--- src/rtl/can_err_pkg.sv ---
package can_err_pkg;
  localparam logic [2:0] ADDR_TX  = 3'd0;
  localparam logic [2:0] ADDR_RX  = 3'd1;
  localparam logic [2:0] ADDR_LIM = 3'd2;
  localparam logic [2:0] ADDR_ECC = 3'd3;
  localparam logic [2:0] ADDR_ALC = 3'd4;
  localparam logic [2:0] ADDR_CTL = 3'd5;

  typedef struct packed {
    logic wrTx;
    logic wrRx;
    logic wrLim;
    logic txUp;
    logic txDn;
    logic rxUp;
    logic rxDn;
    logic busOff;
    logic capEcc;
    logic capAlc;
  } dpCmdS;
endpackage

--- src/rtl/can_err_ctrl.sv ---
module can_err_ctrl
  import can_err_pkg::*;
(
  input  logic       clk,
  input  logic       rstN,
  input  logic       resetMode,
  input  logic [2:0] regAddr,
  input  logic       wrEn,
  input  logic [1:0] enBits,
  input  logic       rdEn,
  input  logic       busErrStb,
  input  logic       arbLostStb,
  input  logic       busOffStb,
  input  logic       txIncStb,
  input  logic       txDecStb,
  input  logic       rxIncStb,
  input  logic       rxDecStb,
  output dpCmdS      cmd,
  output logic       errFlag,
  output logic       arbFlag,
  output logic       errEn,
  output logic       arbEn,
  output logic       busErrIrq,
  output logic       arbLostIrq
);
  logic rdEcc, rdAlc, wrCtl;

  assign rdEcc = rdEn && (regAddr == ADDR_ECC);
  assign rdAlc = rdEn && (regAddr == ADDR_ALC);
  assign wrCtl = wrEn && (regAddr == ADDR_CTL);

  always_comb begin
    cmd        = '0;
    cmd.wrTx   = wrEn && (regAddr == ADDR_TX) && resetMode;
    cmd.wrRx   = wrEn && (regAddr == ADDR_RX) && resetMode;
    cmd.wrLim  = wrEn && (regAddr == ADDR_LIM);
    cmd.txUp   = txIncStb && !resetMode;
    cmd.txDn   = txDecStb && !resetMode;
    cmd.rxUp   = rxIncStb && !resetMode;
    cmd.rxDn   = rxDecStb && !resetMode;
    cmd.busOff = busOffStb;
    cmd.capEcc = busErrStb && (!errFlag || rdEcc);
    cmd.capAlc = arbLostStb && (!arbFlag || rdAlc);
  end

  always_ff @(posedge clk or negedge rstN) begin
    if (!rstN) begin
      errFlag <= 1'b0;
      arbFlag <= 1'b0;
      errEn   <= 1'b0;
      arbEn   <= 1'b0;
    end else begin
      if (cmd.capEcc)      errFlag <= 1'b1;
      else if (rdEcc)      errFlag <= 1'b0;
      if (cmd.capAlc)      arbFlag <= 1'b1;
      else if (rdAlc)      arbFlag <= 1'b0;
      if (wrCtl) begin
        errEn <= enBits[0];
        arbEn <= enBits[1];
      end
    end
  end

  assign busErrIrq  = errFlag && errEn;
  assign arbLostIrq = arbFlag && arbEn;

  // a read of the code register with no new error leaves the interrupt low
  p_read_clears_r6: assert property (@(posedge clk) disable iff (!rstN)
    (rdEcc && !busErrStb) |=> !busErrIrq);
  // the same holds for the arbitration-lost register
  p_read_clears_r7: assert property (@(posedge clk) disable iff (!rstN)
    (rdAlc && !arbLostStb) |=> !arbLostIrq);
endmodule

--- src/rtl/can_err_dp.sv ---
module can_err_dp
  import can_err_pkg::*;
#(
  parameter int DATA_W    = 8,
  parameter int ALC_W     = 5,
  parameter int LIMIT_RST = 96,
  parameter int BUSOFF_TX = 128
) (
  input  logic              clk,
  input  logic              rstN,
  input  dpCmdS             cmd,
  input  logic [DATA_W-1:0] wrData,
  input  logic [DATA_W-1:0] errCode,
  input  logic [ALC_W-1:0]  arbBit,
  output logic [DATA_W-1:0] txCnt,
  output logic [DATA_W-1:0] rxCnt,
  output logic [DATA_W-1:0] limitVal,
  output logic [DATA_W-1:0] eccVal,
  output logic [DATA_W-1:0] alcVal,
  output logic              warn
);
  localparam int NCNT = 2;
  localparam logic [DATA_W-1:0] CNT_MAX = '1;

  logic [DATA_W-1:0] cnt   [NCNT];
  logic              cntWr [NCNT];
  logic              cntUp [NCNT];
  logic              cntDn [NCNT];

  assign cntWr[0] = cmd.wrTx;  assign cntWr[1] = cmd.wrRx;
  assign cntUp[0] = cmd.txUp;  assign cntUp[1] = cmd.rxUp;
  assign cntDn[0] = cmd.txDn;  assign cntDn[1] = cmd.rxDn;

  for (genvar i = 0; i < NCNT; i++) begin : g_cnt
    localparam logic [DATA_W-1:0] OFF_VAL = (i == 0) ? DATA_W'(BUSOFF_TX) : '0;
    always_ff @(posedge clk or negedge rstN) begin
      if (!rstN)                                   cnt[i] <= '0;
      else if (cmd.busOff)                         cnt[i] <= OFF_VAL;
      else if (cntWr[i])                           cnt[i] <= wrData;
      else if (cntUp[i] && !cntDn[i] && cnt[i] != CNT_MAX) cnt[i] <= cnt[i] + 1'b1;
      else if (cntDn[i] && !cntUp[i] && cnt[i] != '0)      cnt[i] <= cnt[i] - 1'b1;
    end
  end

  assign txCnt = cnt[0];
  assign rxCnt = cnt[1];

  always_ff @(posedge clk or negedge rstN) begin
    if (!rstN) begin
      limitVal <= DATA_W'(LIMIT_RST);
      eccVal   <= '0;
      alcVal   <= '0;
    end else begin
      if (cmd.wrLim)  limitVal <= wrData;
      if (cmd.capEcc) eccVal   <= errCode;
      if (cmd.capAlc) alcVal   <= DATA_W'(arbBit);
    end
  end

  assign warn = (txCnt >= limitVal) || (rxCnt >= limitVal);

  // bus-off presets the counters
  p_bus_off_r3: assert property (@(posedge clk) disable iff (!rstN)
    cmd.busOff |=> (txCnt == DATA_W'(BUSOFF_TX)) && (rxCnt == '0));
  // saturation at the top
  p_sat_hi_r4: assert property (@(posedge clk) disable iff (!rstN)
    (txCnt == CNT_MAX && cmd.txUp && !cmd.busOff && !cmd.wrTx) |=> txCnt == CNT_MAX);
  // saturation at the bottom
  p_sat_lo_r4: assert property (@(posedge clk) disable iff (!rstN)
    (rxCnt == '0 && cmd.rxDn && !cmd.busOff && !cmd.wrRx) |=> rxCnt == '0);
endmodule

--- src/rtl/can_err_status.sv ---
module can_err_status
  import can_err_pkg::*;
#(
  parameter int DATA_W    = 8,
  parameter int ALC_W     = 5,
  parameter int LIMIT_RST = 96,
  parameter int BUSOFF_TX = 128
) (
  input  logic              clk,
  input  logic              rstN,
  input  logic              resetMode,
  input  logic [2:0]        regAddr,
  input  logic              wrEn,
  input  logic [DATA_W-1:0] wrData,
  input  logic              rdEn,
  output logic [DATA_W-1:0] rdData,
  input  logic              busErrStb,
  input  logic [DATA_W-1:0] busErrCode,
  input  logic              arbLostStb,
  input  logic [ALC_W-1:0]  arbLostBit,
  input  logic              busOffStb,
  input  logic              txIncStb,
  input  logic              txDecStb,
  input  logic              rxIncStb,
  input  logic              rxDecStb,
  output logic              warnOut,
  output logic              busErrIrq,
  output logic              arbLostIrq
);
  dpCmdS cmd;
  logic errFlag, arbFlag, errEn, arbEn;
  logic [DATA_W-1:0] txCnt, rxCnt, limitVal, eccVal, alcVal;

  can_err_ctrl u_ctrl (
    .clk, .rstN, .resetMode, .regAddr, .wrEn,
    .enBits(wrData[1:0]), .rdEn, .busErrStb, .arbLostStb, .busOffStb,
    .txIncStb, .txDecStb, .rxIncStb, .rxDecStb,
    .cmd, .errFlag, .arbFlag, .errEn, .arbEn, .busErrIrq, .arbLostIrq
  );

  can_err_dp #(.DATA_W(DATA_W), .ALC_W(ALC_W), .LIMIT_RST(LIMIT_RST), .BUSOFF_TX(BUSOFF_TX)) u_dp (
    .clk, .rstN, .cmd, .wrData, .errCode(busErrCode), .arbBit(arbLostBit),
    .txCnt, .rxCnt, .limitVal, .eccVal, .alcVal, .warn(warnOut)
  );

  always_comb begin
    unique case (regAddr)
      ADDR_TX:  rdData = txCnt;
      ADDR_RX:  rdData = rxCnt;
      ADDR_LIM: rdData = limitVal;
      ADDR_ECC: rdData = eccVal;
      ADDR_ALC: rdData = alcVal;
      ADDR_CTL: rdData = DATA_W'({arbFlag, errFlag, arbEn, errEn});
      default:  rdData = '0;
    endcase
  end

  // counter writes outside reset mode are dropped
  p_write_blocked_r2: assert property (@(posedge clk) disable iff (!rstN)
    (wrEn && regAddr == ADDR_TX && !resetMode && !busOffStb && !txIncStb && !txDecStb)
      |=> txCnt == $past(txCnt));
  // a locked code register keeps its value until read
  p_hold_first_r6: assert property (@(posedge clk) disable iff (!rstN)
    (errFlag && !(rdEn && regAddr == ADDR_ECC)) |=> $stable(eccVal));
  // read and new error together capture the new code
  p_rearm_r8: assert property (@(posedge clk) disable iff (!rstN)
    (rdEn && regAddr == ADDR_ECC && busErrStb) |=> errFlag && eccVal == $past(busErrCode));
  // upper bits of the arbitration-lost register read zero
  p_alc_upper_r7: assert property (@(posedge clk) disable iff (!rstN)
    (regAddr == ADDR_ALC) |-> rdData[DATA_W-1:ALC_W] == '0);
endmodule

--- config.mk ---
export PLATFORM = sky130hd
export DESIGN_NAME = can_err_status
export DESIGN_NICKNAME = d
export VERILOG_FILES = /design/src/rtl/can_err_pkg.sv /design/src/rtl/can_err_ctrl.sv /design/src/rtl/can_err_dp.sv /design/src/rtl/can_err_status.sv
export SDC_FILE = /design/constraint.sdc
export NUM_CORES = 1
export LEC_CHECK = 0
export ABC_AREA = 1
export BUFFER_PORTS_ARGS = -buffer_cell sky130_fd_sc_hd__buf_4
export CAP_MARGIN = 40
export CORE_ASPECT_RATIO = 0.7
export CORE_MARGIN = 5
export CORE_UTILIZATION = 59
export DETAILED_ROUTE_END_ITERATION = 7
export PLACE_DENSITY = 0.81
export SYNTH_ARGS = -nofsm -noshare
export SYNTH_HDL_FRONTEND = slang
export SYNTH_HIERARCHICAL = 1
export SYNTH_SLANG_ARGS = --single-unit
--- constraint.sdc ---
create_clock -name clk -period 2.35 [get_ports clk]
set_input_delay 0.1175 -clock clk [delete_from_list [all_inputs] [get_ports clk]]
set_output_delay 0.1175 -clock clk [all_outputs]
set_load 0.01 [all_outputs]
### Word-level counts from Yosys, hierarchy flattened

Index checks and enable logic that the tools add are counted.

* add/sub/neg operators: 4
* $lt $le $gt $ge: 2
* equality and inequality tests: 7
* mux-type cells: 13
* reductions and logical operators: 41

Operators with widths (number)
* 8-bit 2-to-1 mux: 8
* 8-bit case mux with 6 select lines: 1
* 1-bit logical AND: 24
* 8-bit by 1-bit adder with 8-bit output (second input constant): 2
* 8-bit >= comparator: 2
* 8-bit != test (second input constant): 2
* 8-bit nonzero test: 2
* 8-bit by 1-bit subtractor with 8-bit output (second input constant): 2
* 4-bit nonzero test: 2
* 1-bit logical NOT: 7
* 3-bit by 2-bit equality test with 1-bit output (second input constant): 2
* 3-bit equality test (second input constant): 2
* 1-bit 2-to-1 mux: 4
* 2-bit nonzero test: 2
* 3-bit by 1-bit equality test with 1-bit output (second input constant): 1
* 3-bit logical NOT: 1
* 1-bit logical OR: 3

* bits in registers: 41
* input port bits: 36
* output and inout bits: 11
* word-level logic and storage cells: 76

### Logic depth before layout (Yosys ltp)

Gate-level depths: netlist (run 1).

* depth in word-level cells: 9
* gate-level depth with buffers: 16
* mapped depth without buffers: 16

### By module

The synthesis (run 1) kept the hierarchy.

Modules (own cells, without submodules)
* can_err_dp: instances 1, cells each 366, area each 2778.9 um2, seq. area each 928.4 um2
* can_err_status: instances 1, cells each 110, area each 575.6 um2, seq. area each 0.0 um2
* can_err_ctrl: instances 1, cells each 50, area each 299.0 um2, seq. area each 100.1 um2

### Least setup slack after synthesis (run 1)

OpenSTA, ideal clock, no wires.

* kind: register -> register
* start point: reg u_dp.cnt (netlist bit u_dp/txCnt[2])
* end point: reg u_dp.cnt (netlist bit u_dp/txCnt[6])
* setup time: 0.117 ns
* arrival time: 1.739 ns
* required time: 2.233 ns
* path slack: 0.494 ns
* stages on the path, launching flop included: 15
* buffers on the path: 0
* period minus slack after synthesis: 1.856 ns
* cells stage by stage: dfrtp_1 > nand2_1 > nor2_1 > nand2_2 > nand2_4 > inv_1 > fa_1 > inv_1 > nand3_1 > nand2_1 > nand3_1 > nand3_1 > nand3_1 > nand3_1 > nand2_1

* cells in the longest elaborated chain, start to end: 5
* elaborated cells on any way between the ends: 11
* those cells by class: add/sub (2); eq/ne (1); mux (4); reduce/logical (4)

RTL lines
* start: declaration: line can_err_dp.sv:25 `logic [DATA_W-1:0] cnt [NCNT];`
* start signal: indexed assignment: line can_err_dp.sv:39 `else if (cntWr[i]) cnt[i] <= wrData;`
* 8-bit by 1-bit subtractor with 8-bit output / 8-bit != test (equally long branches): line can_err_dp.sv:41, can_err_dp.sv:40
* 8-bit 2-to-1 mux / 1-bit logical AND (equally long branches): line can_err_dp.sv:41, can_err_dp.sv:40
* 8-bit 2-to-1 mux: line can_err_dp.sv:40 `else if (cntUp[i] && !cntDn[i] && cnt[i] != CNT_MAX) cnt[i] <= cnt[i] + 1'b1;`
* 8-bit 2-to-1 mux: line can_err_dp.sv:39
* 8-bit 2-to-1 mux: line can_err_dp.sv:38 `else if (cmd.busOff) cnt[i] <= OFF_VAL;`

Parallel ways exist; a longest one is shown, timed or not. The select of a mux whose other input is x is not followed.
A chain may end at the register's enable or synchronous reset.

### Final worst setup path (run 1)

* start point: reg u_dp.limitVal[5]
* end point: out warnOut

* cells in the longest elaborated chain, start to end: 2
* elaborated cells on any way between the ends: 3
* those cells by class: order compare (2); reduce/logical (1)

RTL lines
* start: declaration: line can_err_dp.sv:17 `output logic [DATA_W-1:0] limitVal,`
* start signal: assignment: line can_err_dp.sv:50 `limitVal <= DATA_W'(LIMIT_RST);`
* start signal: assignment: line can_err_dp.sv:54 `if (cmd.wrLim) limitVal <= wrData;`
* 8-bit >= comparator: line can_err_dp.sv:60 `assign warn = (txCnt >= limitVal) || (rxCnt >= limitVal);`
* 1-bit logical OR (*): line can_err_dp.sv:60
* end: declaration: line can_err_status.sv:26 `output logic warnOut,`

Mark *: on every way between the ends. The rest lies on a longest branch, timed or not.

==> impl_metrics.ini, run 1 <==
[clock_tree]
htree_num_levels = 2
clockBufferDepth = 2
cts_root_buf = clkbuf_8
cts.sinks = 41
cts_tree = built
numCtsBuffers = 5
postCtsSetupRepairBufs = 0
clk_pin_slew_worst_paths_ns = 0.08
clk_latency_ns = 0.30

[logic_synthesis]
synth_top_family_by_area = simple AND/OR/NAND/NOR gates
synth_cells = 526
synthSimpleGateAreaFrac = 0.362
syn_avg_cell_area_um2 = 6.95
synthMuxAreaShare = 0.0401
yosys.area_share.xor_xnor = 0.00479
yosysUniqueCellTypes = 41
ys_ff_latch = 41
synth-compound-area-share = 0.0829
ys_warn_count = 6
synth_area_mm2 = 0.00365
synthAdderAreaFrac = 0.107
ys_seq_area_frac = 0.282

[worst_setup_path]
cp_common_cell = nor2_1
worstPathRequired_ns = 2.23
path_buf_inv = 2
setup.reg_to_reg.worst_slack_ns = 0.16
path_class = reg -> out
crit_path_top_delay_cell = dfstp_2
crit_path_start_kind = register
slowest_delay_ns = 0.54
crit_chain = inv_1, ha_1, a21oi_1, nor2_1, a211oi_1, o21ai_0, nor2_1, nand2_1, buf_4
crit_family = flip-flops
endpoint_kind = output port
worstPathArrival_ns = 2.11
cp_max_fo = 3

[timing]
period_minus_slack_ns = 2.23
worst_slew_pin_slew_ns = 0.589
worst_hold_slack_ns = 0.0197
max_freq_mhz = 449
fin_worst_skew_ns = 0.00667
slew_headroom = 0.607
slew_viol_final = 0
fin_setup_tns_ns = 0
grt_setup_unrepaired = false
hold_violations = 0
period_share = 0.947
setup_viol = 0

[die]
io_pins = 47
fp.dieH_um = 75.8
fp.dieW_um = 104
initial_core_util = 0.596
dieArea_mm2 = 0.00789
std_cell_rows = 24
core_area_mm2 = 0.00613

[global_route]
grt_pass1_vias = 3387
overflow = 0
grt_pass1_wl_um = 16100
grt_max_degree = 42
track_usage = 0.256
antenna_found_initial = 0

[routing]
vias = 3701
wl_per_cell_um = 15.5
drt-met1-wl_um = 4370
wl_um = 10100
met3WireLength_um = 1020
drt-pass1-iter-count = 5
ant_nets = 0
highest_layer = met4
post-route-drc-count = 0
met2_length_um = 4570
drtIter0Drc = 285
via_per_inst = 5.68

[finish]
fillers = 532
finalNetCount = 639
n_antenna_cell = 0
final_cell_mix = nand2_1, inv_1, buf_4
final_common_cell = nand2_1
area_delta_synth_final_pct = 13.8
drive_gt1_frac = 0.202

[placement]
io_buffers = 46
place.gp.congestion = 0.933
hpwl_um = 7980

[hold_path]
hold_path_class = in -> reg

[flow_run]
maxCapViolCount = 0

[power_and_ir_drop]
p_per_area_mw_per_mm2 = 903
vdd_ir_drop_max_mv = 0.501
p_leak_nw = 2.22

[status]
status = completed
logic make-up (layout without fill, tap and decap cells):
| group | after synthesis | after routing |
|---|---|---|
| simple gates | 284 | 284 |
| buf+inv | 101 | 147 |
| compound gates | 54 | 54 |
| flops | 41 | 41 |
| fa+ha+maj | 30 | 30 |
| mux | 13 | 13 |
| xor+xnor | 2 | 2 |
| other cells | 1 | 3 |
metrics by stage:
step | setup slack, ns | utilization | area [um^2] | total power [W] | instances
final | 0.124 | 0.679 | 4160 | 0.00375 | 652
after global routing | 0.00233 | 0.679 | 4160 | 0.00407 | 652
after CTS | 0.154 | 0.677 | 4150 | 0.00370 | 652
after detailed placement | 0.223 | 0.659 | 4040 | 0.00317 | 643
after global placement | 0.280 | 0.659 | 4040 | 0.00308 | 643
after floorplan | 0.494 | - | 3660 | 0.00257 | 528
worst paths after layout:
check / start / end / depth (start not counted)
setup / recovery: u_dp/limitVal[5] / warnOut / 9
setup reg to reg: u_dp/rxCnt[5] / u_dp/rxCnt[4] / 13
max in group asynchronous: rstN / u_dp/txCnt[4] / 2
hold reg to reg: u_ctrl/arbEn / u_ctrl/arbEn / 2
min in group asynchronous: rstN / u_ctrl/errEn / 2
hold / removal: arbLostStb / u_ctrl/arbFlag / 3
synthesized netlist by cell type (all sizes together):
library cell  instances  area share
ha                   28       0.096
inv                  84       0.087
clkbuf                3      0.0031
o22ai                 4      0.0068
nand3                49       0.075
mux2                 13       0.040
a21oi                16       0.023
a21boi                1      0.0021
a211oi                2      0.0041
o211ai                1      0.0021
nand4                24       0.041
nor2                 62       0.081
nand3b                1      0.0021
o21bai                1      0.0021
dfstp                 2       0.014
conb                  1      0.0010
clkinv                1      0.0010
fa                    2       0.011
a21o                  1      0.0021
o21ai                26       0.037
nand2               143        0.16
buf                  13       0.030
dfrtp                39        0.27
or2                   1      0.0017
nor3                  4      0.0055
o21a                  2      0.0041
xnor2                 2      0.0048
worst min-delay path, delay by kind of cell:
kind                   cells  cell delay, ns
buffers and inverters      2            0.12
and+or+nand+nor            1            0.06
what timing repair did:
action,in CTS,in global routing
hold buffers,1,0
resized for setup,0,8
setup endpoints to repair,0,3
hold endpoints to repair,39,0
power breakdown:
| part | switching [W] | total [W] | leakage, nW | internal (W) |
|---|---|---|---|---|
| clock | 0.000256 | 0.000522 | 0.0542 | 0.000266 |
| combinational | 0.00121 | 0.00207 | 1.68 | 0.000859 |
| sequential | 0.000244 | 0.00117 | 0.486 | 0.000923 |
layout make-up:
type	count	area, um^2	area share
Tap cell	78	97.6	0.0235
Sequential cell	41	1040	0.249
Timing Repair Buffer	54	408	0.0981
Clock buffer	7	96.3	0.0232
Inverter	85	322	0.0773
Clock inverter	1	5.00	0.00120
Multi-Input combinational cell	386	2190	0.528
sequential cells by signal, indices dropped and copies added (netlist names):
signal / count
u_dp/txCnt: 8
u_dp/alcVal: 5
u_ctrl/arbEn: 1
u_dp/limitVal: 8
u_dp/rxCnt: 8
u_ctrl/arbFlag: 1
u_ctrl/errFlag: 1
u_ctrl/errEn: 1
u_dp/eccVal: 8
routing by layer:
metal,global-route usage,vias to the layer above
met5,0,-
met3,0.0584,16
met2,0.422,179
met1,0.348,1716
li1,-,1790
met4,0.0603,0
(Power assumes the default switching activity.)
==> run 2, diff against run 1 <==
--- a/config.mk
+++ b/config.mk
@@ -10,9 +10,9 @@
 export CAP_MARGIN = 40
 export CORE_ASPECT_RATIO = 0.7
 export CORE_MARGIN = 5
-export CORE_UTILIZATION = 59
+export CORE_UTILIZATION = 29
 export DETAILED_ROUTE_END_ITERATION = 7
-export PLACE_DENSITY = 0.81
+export PLACE_DENSITY_LB_ADDON = 0.08
 export SYNTH_ARGS = -nofsm -noshare
 export SYNTH_HDL_FRONTEND = slang
 export SYNTH_HIERARCHICAL = 1
==> run 2 against run 1 <==
Combinational power up 3%. Routed wire length up 15%. First-iteration DRC count decreased by 13%. Maximum frequency shrank 1.2%. Clock skew fell by 0.0047 ns. Sequential cell count unchanged. Critical path type unchanged.
==> impl_metrics.ini, run 2 (same netlist as run 1, synthesis figures left out) <==
[worst_setup_path]
worstReg2RegEnd = u_dp/txCnt[6]
crit_path_start_kind = register
endpoint_kind = output port
crit_path_top_delay_cell = dfstp_2
r2r-start = u_dp/txCnt[5]
crit_chain = inv_2, ha_1, a21oi_1, nor2_1, a211oi_1, o21ai_0, nor2_1, nand2_1, buf_4
cp_max_fo = 3
setup.reg_to_reg.worst_slack_ns = 0.19
worstPathArrival_ns = 2.14
cp_common_cell = nor2_1
slowest_delay_ns = 0.55
worstPathRequired_ns = 2.23
r2r_cells = 14
path_class = reg -> out

[timing]
setup_viol = 0
fin_setup_tns_ns = 0
hold_violations = 0
period_minus_slack_ns = 2.25
max_freq_mhz = 444
slew_viol_final = 0
slew_headroom = 0.602
period_share = 0.959
fin_worst_skew_ns = 0.00192
grt_setup_unrepaired = false
worst_slew_pin_slew_ns = 0.597

[routing]
via_per_inst = 4.74
drt-pass1-iter-count = 5
ant_nets = 0
drtIter0Drc = 247
vias = 3506
post-route-drc-count = 0
wl_per_cell_um = 15.7
wl_um = 11600

[clock_tree]
cts_tree = built
clockBufferDepth = 2
htree_num_levels = 2
clk_latency_ns = 0.29
cts.sinks = 41
numCtsBuffers = 5
cts_root_buf = clkbuf_16
clk_pin_slew_worst_paths_ns = 0.07

[global_route]
grt_pass1_vias = 3484
track_usage = 0.158
antenna_found_initial = 0
grt_max_degree = 42
overflow = 0
grt_pass1_wl_um = 18700

[placement]
hpwl_um = 9340
place.gp.congestion = 0.870
io_buffers = 46

[power_and_ir_drop]
vdd_ir_drop_max_mv = 0.406
total_power_w = 0.00399
swShare = 0.438
p_sw_w = 0.00175
p_leak_nw = 2.27
pwr-share-clk = 0.181
internal_power_w = 0.00224
seqPwrFrac = 0.283
p_comb_frac = 0.535
p_per_area_mw_per_mm2 = 918

[finish]
fillers = 1337
finalNetCount = 643
area_delta_synth_final_pct = 18.9
final_common_cell = nand2_1
drive_gt1_frac = 0.197
final_cell_mix = nand2_1, inv_1, buf_4
n_antenna_cell = 0
final_util = 0.351

[die]
io_pins = 47
fp.dieW_um = 144
core_area_mm2 = 0.0124
initial_core_util = 0.295
dieArea_mm2 = 0.0150
std_cell_rows = 34
fp.dieH_um = 104

[flow_run]
maxCapViolCount = 0

[hold_path]
hold_path_class = in -> reg
worstHoldEndpoint = u_ctrl/arbFlag
holdPathStages = 3
min_from = arbLostStb

[status]
status = completed
[run 2: worst max-delay path: cells and delay by family, from the launching register on]
family	cells	cell delay, ns
AOI/OAI and AO/OA	3	0.45
adders and majority gates	1	0.30
buffers and inverters	2	0.23
DFF	1	0.55
and+or+nand+nor	3	0.33
[run 2: area by class of cell]
class,instances,area [um^2],area share
Clock buffer,8,146,0.0337
Inverter,85,322,0.0740
Multi-Input combinational cell,386,2210,0.508
Sequential cell,41,1030,0.237
Tap cell,162,203,0.0467
Timing Repair Buffer,58,438,0.101
[run 2: repair_timing]
item | 4_1_cts | 5_1_grt
endpoints found under the setup margin | 0 | 1
resized for setup | 0 | 4
hold endpoints to repair | 39 | 0
setup buffers | 0 | 0
hold buffers | 1 | 0
[run 2: worst max-delay path by stage]
| stage | depth (start not counted) | start | slack [ns] | to |
|---|---|---|---|---|
| floorplan | 14 | u_dp/txCnt[2] | 0.49 | u_dp/txCnt[6] |
| global placement | 12 | u_dp/rxCnt[6] | 0.22 | u_dp/rxCnt[4] |
| detailed placement | 12 | u_dp/rxCnt[6] | 0.23 | u_dp/rxCnt[4] |
| CTS | 9 | u_dp/limitVal[5] | 0.08 | warnOut |
| global route | 13 | u_dp/rxCnt[6] | 0.002 | u_dp/rxCnt[5] |
| finish | 9 | u_dp/limitVal[5] | 0.1 | warnOut |
[run 2: per-layer routing]
metal	vias up	routed length, um	global-route usage
met4	0	61	0.0220
met5	-	0	0
met2	62	4710	0.221
li1	1793	-	-
met3	5	445	0.0244
met1	1646	6380	0.256
[run 2: power by group through the flow]
stage               registers [W]  logic (W)  clock network, W
global route              0.00116    0.00246          0.000762
floorplan                 0.00110    0.00147                 0
global placement          0.00114    0.00209                 0
CTS                       0.00113    0.00212          0.000741
detailed placement        0.00114    0.00210                 0
finish                    0.00113    0.00213          0.000722
[run 2: metrics by stage]
| step | setup slack, ns | hold slack, ns | instances | instance area [um^2] |
|---|---|---|---|---|
| floorplan | 0.494 | -0.178 | 528 | 3660 |
| detailed placement | 0.232 | 0.162 | 731 | 4170 |
| global placement | 0.224 | 0.161 | 731 | 4170 |
| finish | 0.0961 | 0.0335 | 740 | 4340 |
| CTS | 0.0836 | 0.0340 | 740 | 4330 |
| global route | 0.00244 | 0.0555 | 740 | 4340 |
